`src/rtl/booth_pkg.sv`:
```
package booth_pkg;
  // Strobes from control to datapath
  typedef struct packed {
    logic load;
    logic step;
  } boothCtrl_t;

  typedef enum logic {
    ST_IDLE = 1'b0,
    ST_RUN  = 1'b1
  } boothState_e;
endpackage

```
`src/rtl/booth_control.sv`:
```
module booth_control
  import booth_pkg::*;
#(
  parameter int N = 4
) (
  input  logic       clk,
  input  logic       rstN,
  input  logic       start,
  output boothCtrl_t ctrl,
  output logic       busy,
  output logic       done,
  output logic       stepValid
);
  localparam int CNT_W = $clog2(N + 1);

  boothState_e       state;
  logic [CNT_W-1:0]  iterLeft;
  logic              doneR;
  logic              stepR;

  always_comb begin
    ctrl.load = (state == ST_IDLE) && start;
    ctrl.step = (state == ST_RUN);
  end

  always_ff @(posedge clk) begin
    if (!rstN) begin
      state    <= ST_IDLE;
      iterLeft <= '0;
      doneR    <= 1'b0;
      stepR    <= 1'b0;
    end else begin
      doneR <= 1'b0;
      stepR <= ctrl.step;
      case (state)
        ST_IDLE: begin
          if (start) begin
            iterLeft <= CNT_W'(N);
            state    <= ST_RUN;
          end
        end
        default: begin
          iterLeft <= iterLeft - 1'b1;
          if (iterLeft == CNT_W'(1)) begin
            state <= ST_IDLE;
            doneR <= 1'b1;
          end
        end
      endcase
    end
  end

  assign busy      = (state == ST_RUN);
  assign done      = doneR;
  assign stepValid = stepR;
endmodule

```
`src/rtl/booth_datapath.sv`:
```
module booth_datapath
  import booth_pkg::*;
#(
  parameter int N = 4
) (
  input  logic         clk,
  input  logic         rstN,
  input  boothCtrl_t   ctrl,
  input  logic [N-1:0] multiplicand,
  input  logic [N-1:0] multiplier,
  output logic [N-1:0] accLow,
  output logic [N-1:0] mulReg,
  output logic         histBit
);
  // One guard bit keeps A +/- M exact for the most negative operand
  localparam int ACC_W = N + 1;

  logic [ACC_W-1:0] accReg;
  logic [ACC_W-1:0] mcandExt;
  logic [ACC_W-1:0] accNext;
  logic [N-1:0]     qReg;
  logic             qPrev;

  always_comb begin
    case ({qReg[0], qPrev})
      2'b01:   accNext = accReg + mcandExt;
      2'b10:   accNext = accReg - mcandExt;
      default: accNext = accReg;
    endcase
  end

  always_ff @(posedge clk) begin
    if (!rstN) begin
      accReg   <= '0;
      mcandExt <= '0;
      qReg     <= '0;
      qPrev    <= 1'b0;
    end else if (ctrl.load) begin
      accReg   <= '0;
      mcandExt <= {multiplicand[N-1], multiplicand};
      qReg     <= multiplier;
      qPrev    <= 1'b0;
    end else if (ctrl.step) begin
      accReg <= {accNext[ACC_W-1], accNext[ACC_W-1:1]};
      qReg   <= {accNext[0], qReg[N-1:1]};
      qPrev  <= qReg[0];
    end
  end

  assign accLow  = accReg[N-1:0];
  assign mulReg  = qReg;
  assign histBit = qPrev;
endmodule

```
`src/rtl/booth_radix2_mul.sv`:
```
module booth_radix2_mul
  import booth_pkg::*;
#(
  parameter int N = 4
) (
  input  logic           clk,
  input  logic           rstN,
  input  logic           start,
  input  logic [N-1:0]   multiplicand,
  input  logic [N-1:0]   multiplier,
  output logic           busy,
  output logic           done,
  output logic [2*N-1:0] product,
  output logic           stepValid,
  output logic [N-1:0]   stepAcc,
  output logic [N-1:0]   stepQ,
  output logic           stepQPrev
);
  boothCtrl_t ctrl;

  booth_control #(.N(N)) u_ctrl (
    .clk       (clk),
    .rstN      (rstN),
    .start     (start),
    .ctrl      (ctrl),
    .busy      (busy),
    .done      (done),
    .stepValid (stepValid)
  );

  booth_datapath #(.N(N)) u_dp (
    .clk          (clk),
    .rstN         (rstN),
    .ctrl         (ctrl),
    .multiplicand (multiplicand),
    .multiplier   (multiplier),
    .accLow       (stepAcc),
    .mulReg       (stepQ),
    .histBit      (stepQPrev)
  );

  assign product = {stepAcc, stepQ};
endmodule

```
`config.mk`:
```
export PLATFORM = sky130hd
export DESIGN_NAME = booth_radix2_mul
export DESIGN_NICKNAME = d
export VERILOG_FILES = /design/src/rtl/booth_pkg.sv /design/src/rtl/booth_control.sv /design/src/rtl/booth_datapath.sv /design/src/rtl/booth_radix2_mul.sv
export SDC_FILE = /design/constraint.sdc
export NUM_CORES = 1
export LEC_CHECK = 0
export CAP_MARGIN = 20
export CORE_MARGIN = 2
export CORE_UTILIZATION = 45
export CTS_BUF_LIST = sky130_fd_sc_hd__clkbuf_4 sky130_fd_sc_hd__clkbuf_8
export DETAILED_ROUTE_END_ITERATION = 8
export PLACE_DENSITY_LB_ADDON = 0.2
export SYNTH_ARGS = -nofsm -noshare
export SYNTH_HDL_FRONTEND = slang
export SYNTH_HIERARCHICAL = 1
export SYNTH_SLANG_ARGS = --single-unit
```
`constraint.sdc`:
```
create_clock -name clk -period 2.86 [get_ports clk]
set_input_delay 0.429 -clock clk [delete_from_list [all_inputs] [get_ports clk]]
set_output_delay 0.429 -clock clk [all_outputs]
set_load 0.03 [all_outputs]
```
### Word level (Yosys, flattened, before mapping)

Index checks and enable logic that the tools add are counted.

* register bits after elaboration: 19
* output and inout port bits: 20
* word-level logic and storage cells: 30

* add/sub/neg operators: 3
* eq/ne operators: 3
* multiplexer cells: 9
* bitwise operators: 2
* reduce and logical (&&, ||, !) cells: 5

Operator list (number)
* 5-bit case mux with 2 select lines: 1
* 4-bit 2-to-1 mux: 2
* 3-bit 2-to-1 mux: 2
* 4-bit by 4-bit adder with 5-bit output: 1
* 4-bit by 4-bit subtractor with 5-bit output: 1
* 1-bit 2-to-1 mux: 4
* 2-bit nonzero test: 2
* 3-bit by 1-bit == test with 1-bit output, second input constant: 1
* 3-bit by 1-bit subtractor with 3-bit output, second input constant: 1
* 2-bit by 1-bit == test with 1-bit output, second input constant: 1
* 2-bit == test, second input constant: 1
* 1-bit NOT: 2
* 2-bit AND reduction: 1
* 2-bit OR reduction: 1
* 1-bit logical AND: 1

### Longest topological paths before layout

Gate-level depths: netlist (run 1).

* word-level depth: 4
* depth in mapped cells: 10
* gate-level depth less buffers: 10

### Cells and area by module

The synthesis (run 1) kept the hierarchy.

Modules (own cells, without submodules)
* booth_datapath: times used 1, cells each 93, area an instance 808.3 µm², seq. area each 260.2 µm²
* booth_control: times used 1, cells each 27, area an instance 279.0 µm², seq. area each 120.1 µm²
* booth_radix2_mul: times used 1, cells each 8, area an instance 60.1 µm², seq. area each 0.0 µm²

### Worst setup path after synthesis (run 1)

No wires, ideal clock.

* kind: register to register
* start point: reg u_dp.qReg[0], in the netlist u_dp/mulReg[0]
* end point: reg u_dp/accReg[3] (netlist name)
* setup time: 0.070 ns
* arrival: 2.371 ns
* setup slack: 0.419 ns
* stages on the path, launching flop included: 9
* path buffers: 0
* clock period less this slack: 2.441 ns
* cell sequence: dfxtp_1 -> ha_1 -> mux2_2 -> fa_1 -> nand2b_1 -> a21oi_2 -> xnor2_1 -> or3_1 -> a21oi_1

* word-level cells in the longest chain between the ends: 2
* elaborated cells between the ends (all ways): 3
* those cells by class: eq/ne (2); mux (1)

Ends and longest elaborated chain
* from (decl): RTL line booth_datapath.sv:21 `logic [N-1:0] qReg;`
* from (signal assigned): RTL line booth_datapath.sv:41 `qReg <= multiplier;`
* from (signal assigned): RTL line booth_datapath.sv:45 `qReg <= {accNext[0], qReg[N-1:1]};`
* 2-bit == test / 2-bit by 1-bit == test with 1-bit output (equally long branches): RTL line booth_datapath.sv:25 `case ({qReg[0], qPrev})`
* 5-bit case mux with 2 select lines (*): RTL line booth_datapath.sv:25

Every way passes the cells marked *; elsewhere a longest branch is shown, timed or not.
A chain may end at the register's enable or synchronous reset.

### Final worst setup path (run 1)

* start point: reg u_dp.qReg[0], in the netlist u_dp/mulReg[0]
* end point: reg u_dp/accReg[3] (netlist name)

* word-level cells in the longest chain between the ends: 2
* elaborated cells between the ends (all ways): 3
* those cells by class: eq/ne (2); mux (1)

Ends and longest elaborated chain (RTL line)
* 2-bit == test / 2-bit by 1-bit == test with 1-bit output (equally long branches): booth_datapath.sv:25
* 5-bit case mux with 2 select lines (*): booth_datapath.sv:25

Marks and branches as above.

==> metrics, run 1 <==
outcome=finished, final reports clean; Power Density=~440 nW/um^2; critical path fanouts, max=5; Crit Path Category=reg2reg; root buffer cell=clkbuf_4; vias per inst=around 5; GRT Residual Overflow=0; via count=between 900 and 1000; Hold Path End=u_ctrl/busy; Slew @ Worst Pin=approximately 0.48 ns; clock power share=0.223; Post-Synthesis Cells=128; top-count cell post-synth=dfxtp_1; Reg power frac=0.469; Final Critical Period=~2.4 ns; final worst setup slack=0.482 ns; number of port buffers=30; Total GRT Usage=0.178; min-delay src=u_ctrl/iterLeft[2]; ANT cells=0; largest net degree at the start of global routing=15; Post-Syn Nets=148; Slew HR=0.677; Post-synth top flop=dfxtp_1; DIE AREA=around 3000 um^2; setup TNS=0 ns; DRT Pass-1 Iters=4; Hold-fix buffers, CTS=0; initial antenna violation count=0; CTS tree=built; Slew Limit Fails=0; Layout area overhead=24.5%; Logic pwr share=0.308; Distinct cells, synth=32; DRC Markers=0; asr flop ratio synth=0; Required @ worst endpoint=approximately 3.1 ns; M1 GR Usage=0.213; Seq/Total Area, Yosys=0.332; fmax=~420 MHz; global-route wire length before repair=3720 um; clk buf depth=2; cell taking the most area after synthesis=dfxtp_1; layout cells sized above 1=0.0662; final hold viol count=0; Post-Syn Area per Cell=8.96 um^2; Routed WL=approximately 2200 um; CP cell instances=ha_1 > mux2_2 > fa_1 > nand2b_1 > a21oi_2 > xnor2_1 > or3_1 > a21oi_1; top cell type's share of synthesized area=0.332; Setup violations, final=0; CORE AREA=approximately 2500 um^2; register area=380 um^2; CTS sink cnt=19; critical path endpoint category=flip-flop; Sw Ratio=0.320; met2 GRT Util=0.303; Post-synth EDFFs=0; fin crit share=0.831; Clock Latency Late Sink=0.30 ns; post-route ant nets=0; R2R setup slack=just under 0.5 ns; slowest stage cell, crit path=fa_1; RD Place Congestion=around 0.83; H-tree depth=1; post-synthesis register bit count=19; reg2reg end=u_dp/accReg[3]; hpwl dp=between 1500 and 2000 um; startpoint type of the worst setup path=flip-flop; Setup Buffers After CTS=0; number of global-route vias before repair=between 800 and 900; Leak=approximately 0.56 nW; CTS resizes=0; Worst Path Arrival=roughly 2.6 ns; r2r worst-path depth=8; num rows=18; starting density of the core=0.467; clock slew seen by the registers of the worst setup and hold paths=approximately 0.12 ns; Die X-Extent=54.5 um; nets=approximately 170; worst clock skew=0.00508 ns; hold crit path type=reg2reg; total CTS buffers=3; max-cap viol count=0; Area contributors post-synth=dfxtp_1 33%, ha_1 8.7%, mux2i_1 8.7%, buf_4 6.5%, nor2b_1 4.4%; io pins=31; number of fill cells in the layout=227; cell internal pwr=around 0.43 mW; initial DRC count=7; RSZ-0062 raised after global routing=false; area of the multi-input gates=between 600 and 700 um^2; worst slack, placed=0.513 ns; Hold Path Stages=2; synth warn=6; Mapped Area=about 1100 um^2; Switch Pwr=0.201 mW; commonest cells in the synthesized netlist=19 x dfxtp_1, 10 x buf_4, 10 x mux2i_1, 10 x o21ai_0, 9 x inv_1; reg2reg start=u_dp/mulReg[0]; met3 usage=0.0355; slowest cell delay on critical path=roughly 0.43 ns; VDD IR max=about 0.36 mV; grt peak-use layer=met2; die height=approximately 54 um; routed len/inst=between 10 and 15 um
-- final cells by class --
class | count | share of cell area
clock inverters | 1 | 0.00350
multi-input cells | 88 | 0.449
flip-flops and latches | 19 | 0.266
repair buffers | 31 | 0.215
well taps | 30 | 0.0263
inverters | 9 | 0.0236
clock buffers | 3 | 0.0158
-- critical path, delay by kind of cell (launching register included) --
family / cells / cell delay [ns]
compound gates: 2 / 0.26
xor+xnor: 1 / 0.09
fa+ha+maj: 2 / 0.69
flops: 1 / 0.42
mux: 1 / 0.38
simple gates: 2 / 0.47
-- cells by family (layout without fill, tap and decap cells) --
family / Yosys count / count (layout) / synth area share
DFF: 19 / 19 / 0.332
adders and majority gates: 9 / 9 / 0.105
buffers and inverters: 21 / 44 / 0.109
xor gates and xnor gates: 4 / 4 / 0.0305
and+or+nand+nor: 42 / 42 / 0.201
muxes: 12 / 12 / 0.110
AOI/OAI and AO/OA: 21 / 21 / 0.113
-- power by group through the flow --
stage	sequential, mW	clock [mW]	combinational (mW)
after global placement	0.301	0	0.189
after floorplan	0.312	0	0.130
final	0.295	0.140	0.194
after CTS	0.296	0.147	0.195
after global routing	0.299	0.160	0.215
after detailed placement	0.301	0	0.194
-- layout by cell type (no fill, tap or decap), drive strengths merged, types with 2 or more instances in the layout --
master	Yosys	routed
a21oi	4	4
a31oi	2	2
and2	6	6
clkbuf	0	3
clkdlybuf4s50	0	30
dfxtp	19	19
ha	8	8
inv	9	9
mux2	2	2
mux2i	10	10
nand2	7	7
nand2b	3	3
nor2	8	8
nor2b	8	8
nor3	2	2
nor3b	2	2
o21a	3	3
o21ai	10	10
xnor2	3	3
-- flip-flops by register name, summed over array words and instances, names as in the netlist --
| name | flops |
|---|---|
| u_ctrl/busy | 1 |
| u_ctrl/done | 1 |
| u_ctrl/stepValid | 1 |
| u_ctrl/iterLeft | 3 |
| u_dp/mcandExt | 4 |
| u_dp/histBit | 1 |
| u_dp/accReg | 4 |
| u_dp/mulReg | 4 |
-- routing by layer --
| metal | wire length, um | up-vias |
|---|---|---|
| met2 | 1140 | 14 |
| li1 | - | 470 |
| met4 | 20 | 0 |
| met5 | 0 | - |
| met3 | 48 | 2 |
| met1 | 973 | 421 |
-- worst max-delay path by stage --
| stage | from | endpoint | cells past startpoint |
|---|---|---|---|
| final | u_dp/mulReg[0] | u_dp/accReg[3] | 8 |
| after detailed placement | u_dp/mulReg[0] | u_dp/accReg[3] | 8 |
| after global routing | u_dp/mulReg[0] | u_dp/accReg[3] | 8 |
| after CTS | u_dp/mulReg[0] | u_dp/accReg[3] | 8 |
| after global placement | u_dp/mulReg[0] | u_dp/accReg[3] | 8 |
| after floorplan | u_dp/mulReg[0] | u_dp/accReg[3] | 8 |
-- per-stage QoR --
stage,hold slack [ns],utilization,cells,power (mW),cell area [um^2]
finish,0.503,0.582,181,0.629,1430
global route,0.509,0.582,181,0.673,1430
CTS,0.509,0.582,181,0.638,1430
detailed placement,0.490,0.571,177,0.495,1400
global placement,0.481,0.571,177,0.490,1400
floorplan,0.458,-,128,0.442,1150
(Power assumes the default switching activity.)
==> inputs of run 2 (changes only) <==
==> constraint.sdc (replaced) <==
create_clock -name clk -period 2.07 [get_ports clk]
set_input_delay 0.3105 -clock clk [delete_from_list [all_inputs] [get_ports clk]]
set_output_delay 0.3105 -clock clk [all_outputs]
set_load 0.03 [all_outputs]
==> run 2 against run 1 <==
  * Clock skew is 0.0016 ns higher
  * Sequential share of layout area fell by 1.7 points
  * Register-to-register slack worse by 0.52 ns
  * Non-clock buffer count increased by 8
  * Cell count increased by 4.4%
  * Power is 47% higher
  * Flip-flop and latch count stayed put
  * The flow now finishes with violations (setup timing)
  * Largest cell class unchanged
  * Count of clock-buffer cells in the layout did not move
==> metrics, run 2 (same netlist as run 1, synthesis figures left out) <==
ANT cells=0 (unchanged); Worst Path Arrival=2.35 ns (-0.26 ns); Post-Layout Cell Count=189 (+4.4%); startpoint type of the worst setup path=flip-flop; Pwr Total=0.925 mW (+47%); worst hold slack=0.511 ns (+0.00762 ns); setup TNS=-0.0830 ns (-0.0830 ns); Power Density=589 nW/um^2 (+34%); clk buf depth=2 (unchanged); CTS sink cnt=19 (unchanged); Setup violations, final=2 (+2); die height=54.5 um (unchanged); post-route ant nets=0 (unchanged); worst clock skew=0.00669 ns (+0.00162 ns); RSZ-0062 raised after global routing=true; Clock Latency Late Sink=0.30 ns (about the same); vias per inst=4.95 (-1.2%); Leak=0.612 nW (+10%); final worst setup slack=-0.0426 ns (-0.525 ns); Crit Path Category=reg2reg; slowest cell delay on critical path=0.35 ns (-0.08 ns); CP top delay family=adder cells; RD Place Congestion=0.759 (-8.4%); Total GRT Usage=0.162 (-0.0160); critical path endpoint category=flip-flop; hpwl dp=1550 um (-5.3%); area of the multi-input gates=707 um^2 (+10%); CP cell instances=inv_2 > ha_4 > mux2_4 > fa_2 > nand2b_4 > a21oi_2 > xnor2_1 > or3_1 > a21oi_1; via count=936 (+3.2%); max-cap viol count=0 (unchanged); fin crit share=1.02 (+0.189); DRC Markers=0 (unchanged); Die X-Extent=54.5 um (unchanged); io pins=31 (unchanged); CP Buf/Inv Count=1 (+1); hold crit path type=reg2reg; fmax=473 MHz (+13%); CORE AREA=2450 um^2 (unchanged); most frequent cells in the layout=30 x clkdlybuf4s50_1, 15 x dfxtp_1, 10 x mux2i_1; nets=180 (+4.7%); initial antenna violation count=0 (unchanged); Slew HR=0.730 (+0.0528); Final Critical Period=2.11 ns (-0.265 ns); initial DRC count=10 (+3); DIE AREA=2970 um^2 (unchanged); DRT Pass-1 Iters=4 (unchanged); Routed WL=2120 um (-3.2%); outcome=finished with violations; worst slack, placed=-0.0444 ns (-0.557 ns); final hold viol count=0 (unchanged); starting density of the core=0.467 (unchanged); GRT Residual Overflow=0 (unchanged); placed standard-cell area=1480 um^2 (+5.8%); slowest stage cell, crit path=dfxtp_2; root buffer cell=clkbuf_4; register area=390 um^2 (+2.6%); R2R setup slack=-0.04 ns (-0.52 ns); total CTS buffers=3 (unchanged); largest net degree at the start of global routing=15 (unchanged); VDD IR max=0.428 mV (+18%); clock slew seen by the registers of the worst setup and hold paths=0.12 ns (about the same); Slew @ Worst Pin=0.404 ns (-0.0805 ns); Required @ worst endpoint=2.31 ns (-0.79 ns); number of global-route vias before repair=836 (-0.48%); fin area=1570 um^2 (+9.8%); routed len/inst=11.2 um (-7.3%); Placed Cells=183 (+3.4%); global-route wire length before repair=3380 um (-9.1%); H-tree depth=1 (unchanged); violated checks=setup timing; Layout area overhead=36.7%; num rows=18 (unchanged); CTS tree=built; critical path fanouts, max=2 (-3); layout cells sized above 1=0.214 (+0.148); Slew Limit Fails=0 (unchanged); number of fill cells in the layout=213 (-6.2%); most common cell after layout, fill and taps aside=clkdlybuf4s50_1; number of port buffers=30 (unchanged); Layout Utilization=0.639 (+0.0571)
==> run 2: cell count changes in the layout (fill, tap and decap cells not counted), sizes merged <==
cell,delta
buf,+8
clkinvlp,+1
clkinv,-1
==> run 2: metal layers <==
metal  vias to the layer above  routed length (um)  track usage
met1                       429                 914        0.179
li1                        481                   -            -
met2                        22                1080        0.293
met5                         -                   0            0
met4                         0                  38       0.0875
met3                         4                  86       0.0246
==> run 2: path summary, 6_finish.rpt <==
kind	cells past startpoint	to	start
max reg2reg	9	u_dp/accReg[3]	u_dp/mcandExt[0]
max	9	u_dp/accReg[3]	u_dp/mcandExt[0]
min	2	u_ctrl/busy	u_ctrl/iterLeft[2]
min reg2reg	2	u_ctrl/busy	u_ctrl/iterLeft[2]
==> run 2: final cells by class <==
type                    instances  area share
multi-input cells              88       0.451
flip-flops and latches         19       0.249
repair buffers                 39       0.234
well taps                      30      0.0239
inverters                       9      0.0231
clock buffers                   3      0.0144
clock inverters                 1     0.00478
==> run 2: what timing repair did <==
item | CTS | global route
endpoints found under the setup margin | 2 | 2
setup buffers | 2 | 0
hold buffers | 0 | 0
gates resized for setup | 5 | 5
pin swaps | 3 | 4
==> run 2: worst register-to-register path: cells and delay by family (launching register included) <==
kind            cells  cell delay (ns)
mux                 1             0.29
fa+ha+maj           2             0.57
flops               1             0.35
xor+xnor            1             0.08
buf+inv             1             0.04
compound gates      2             0.26
simple gates        2             0.46
==> run 2: where the power goes <==
group          internal (mW)  leakage, nW  switching [mW]
Clock                 0.0736       0.0139           0.124
Sequential             0.386        0.158          0.0192
Combinational          0.172        0.440           0.150
Total                  0.631        0.612           0.294
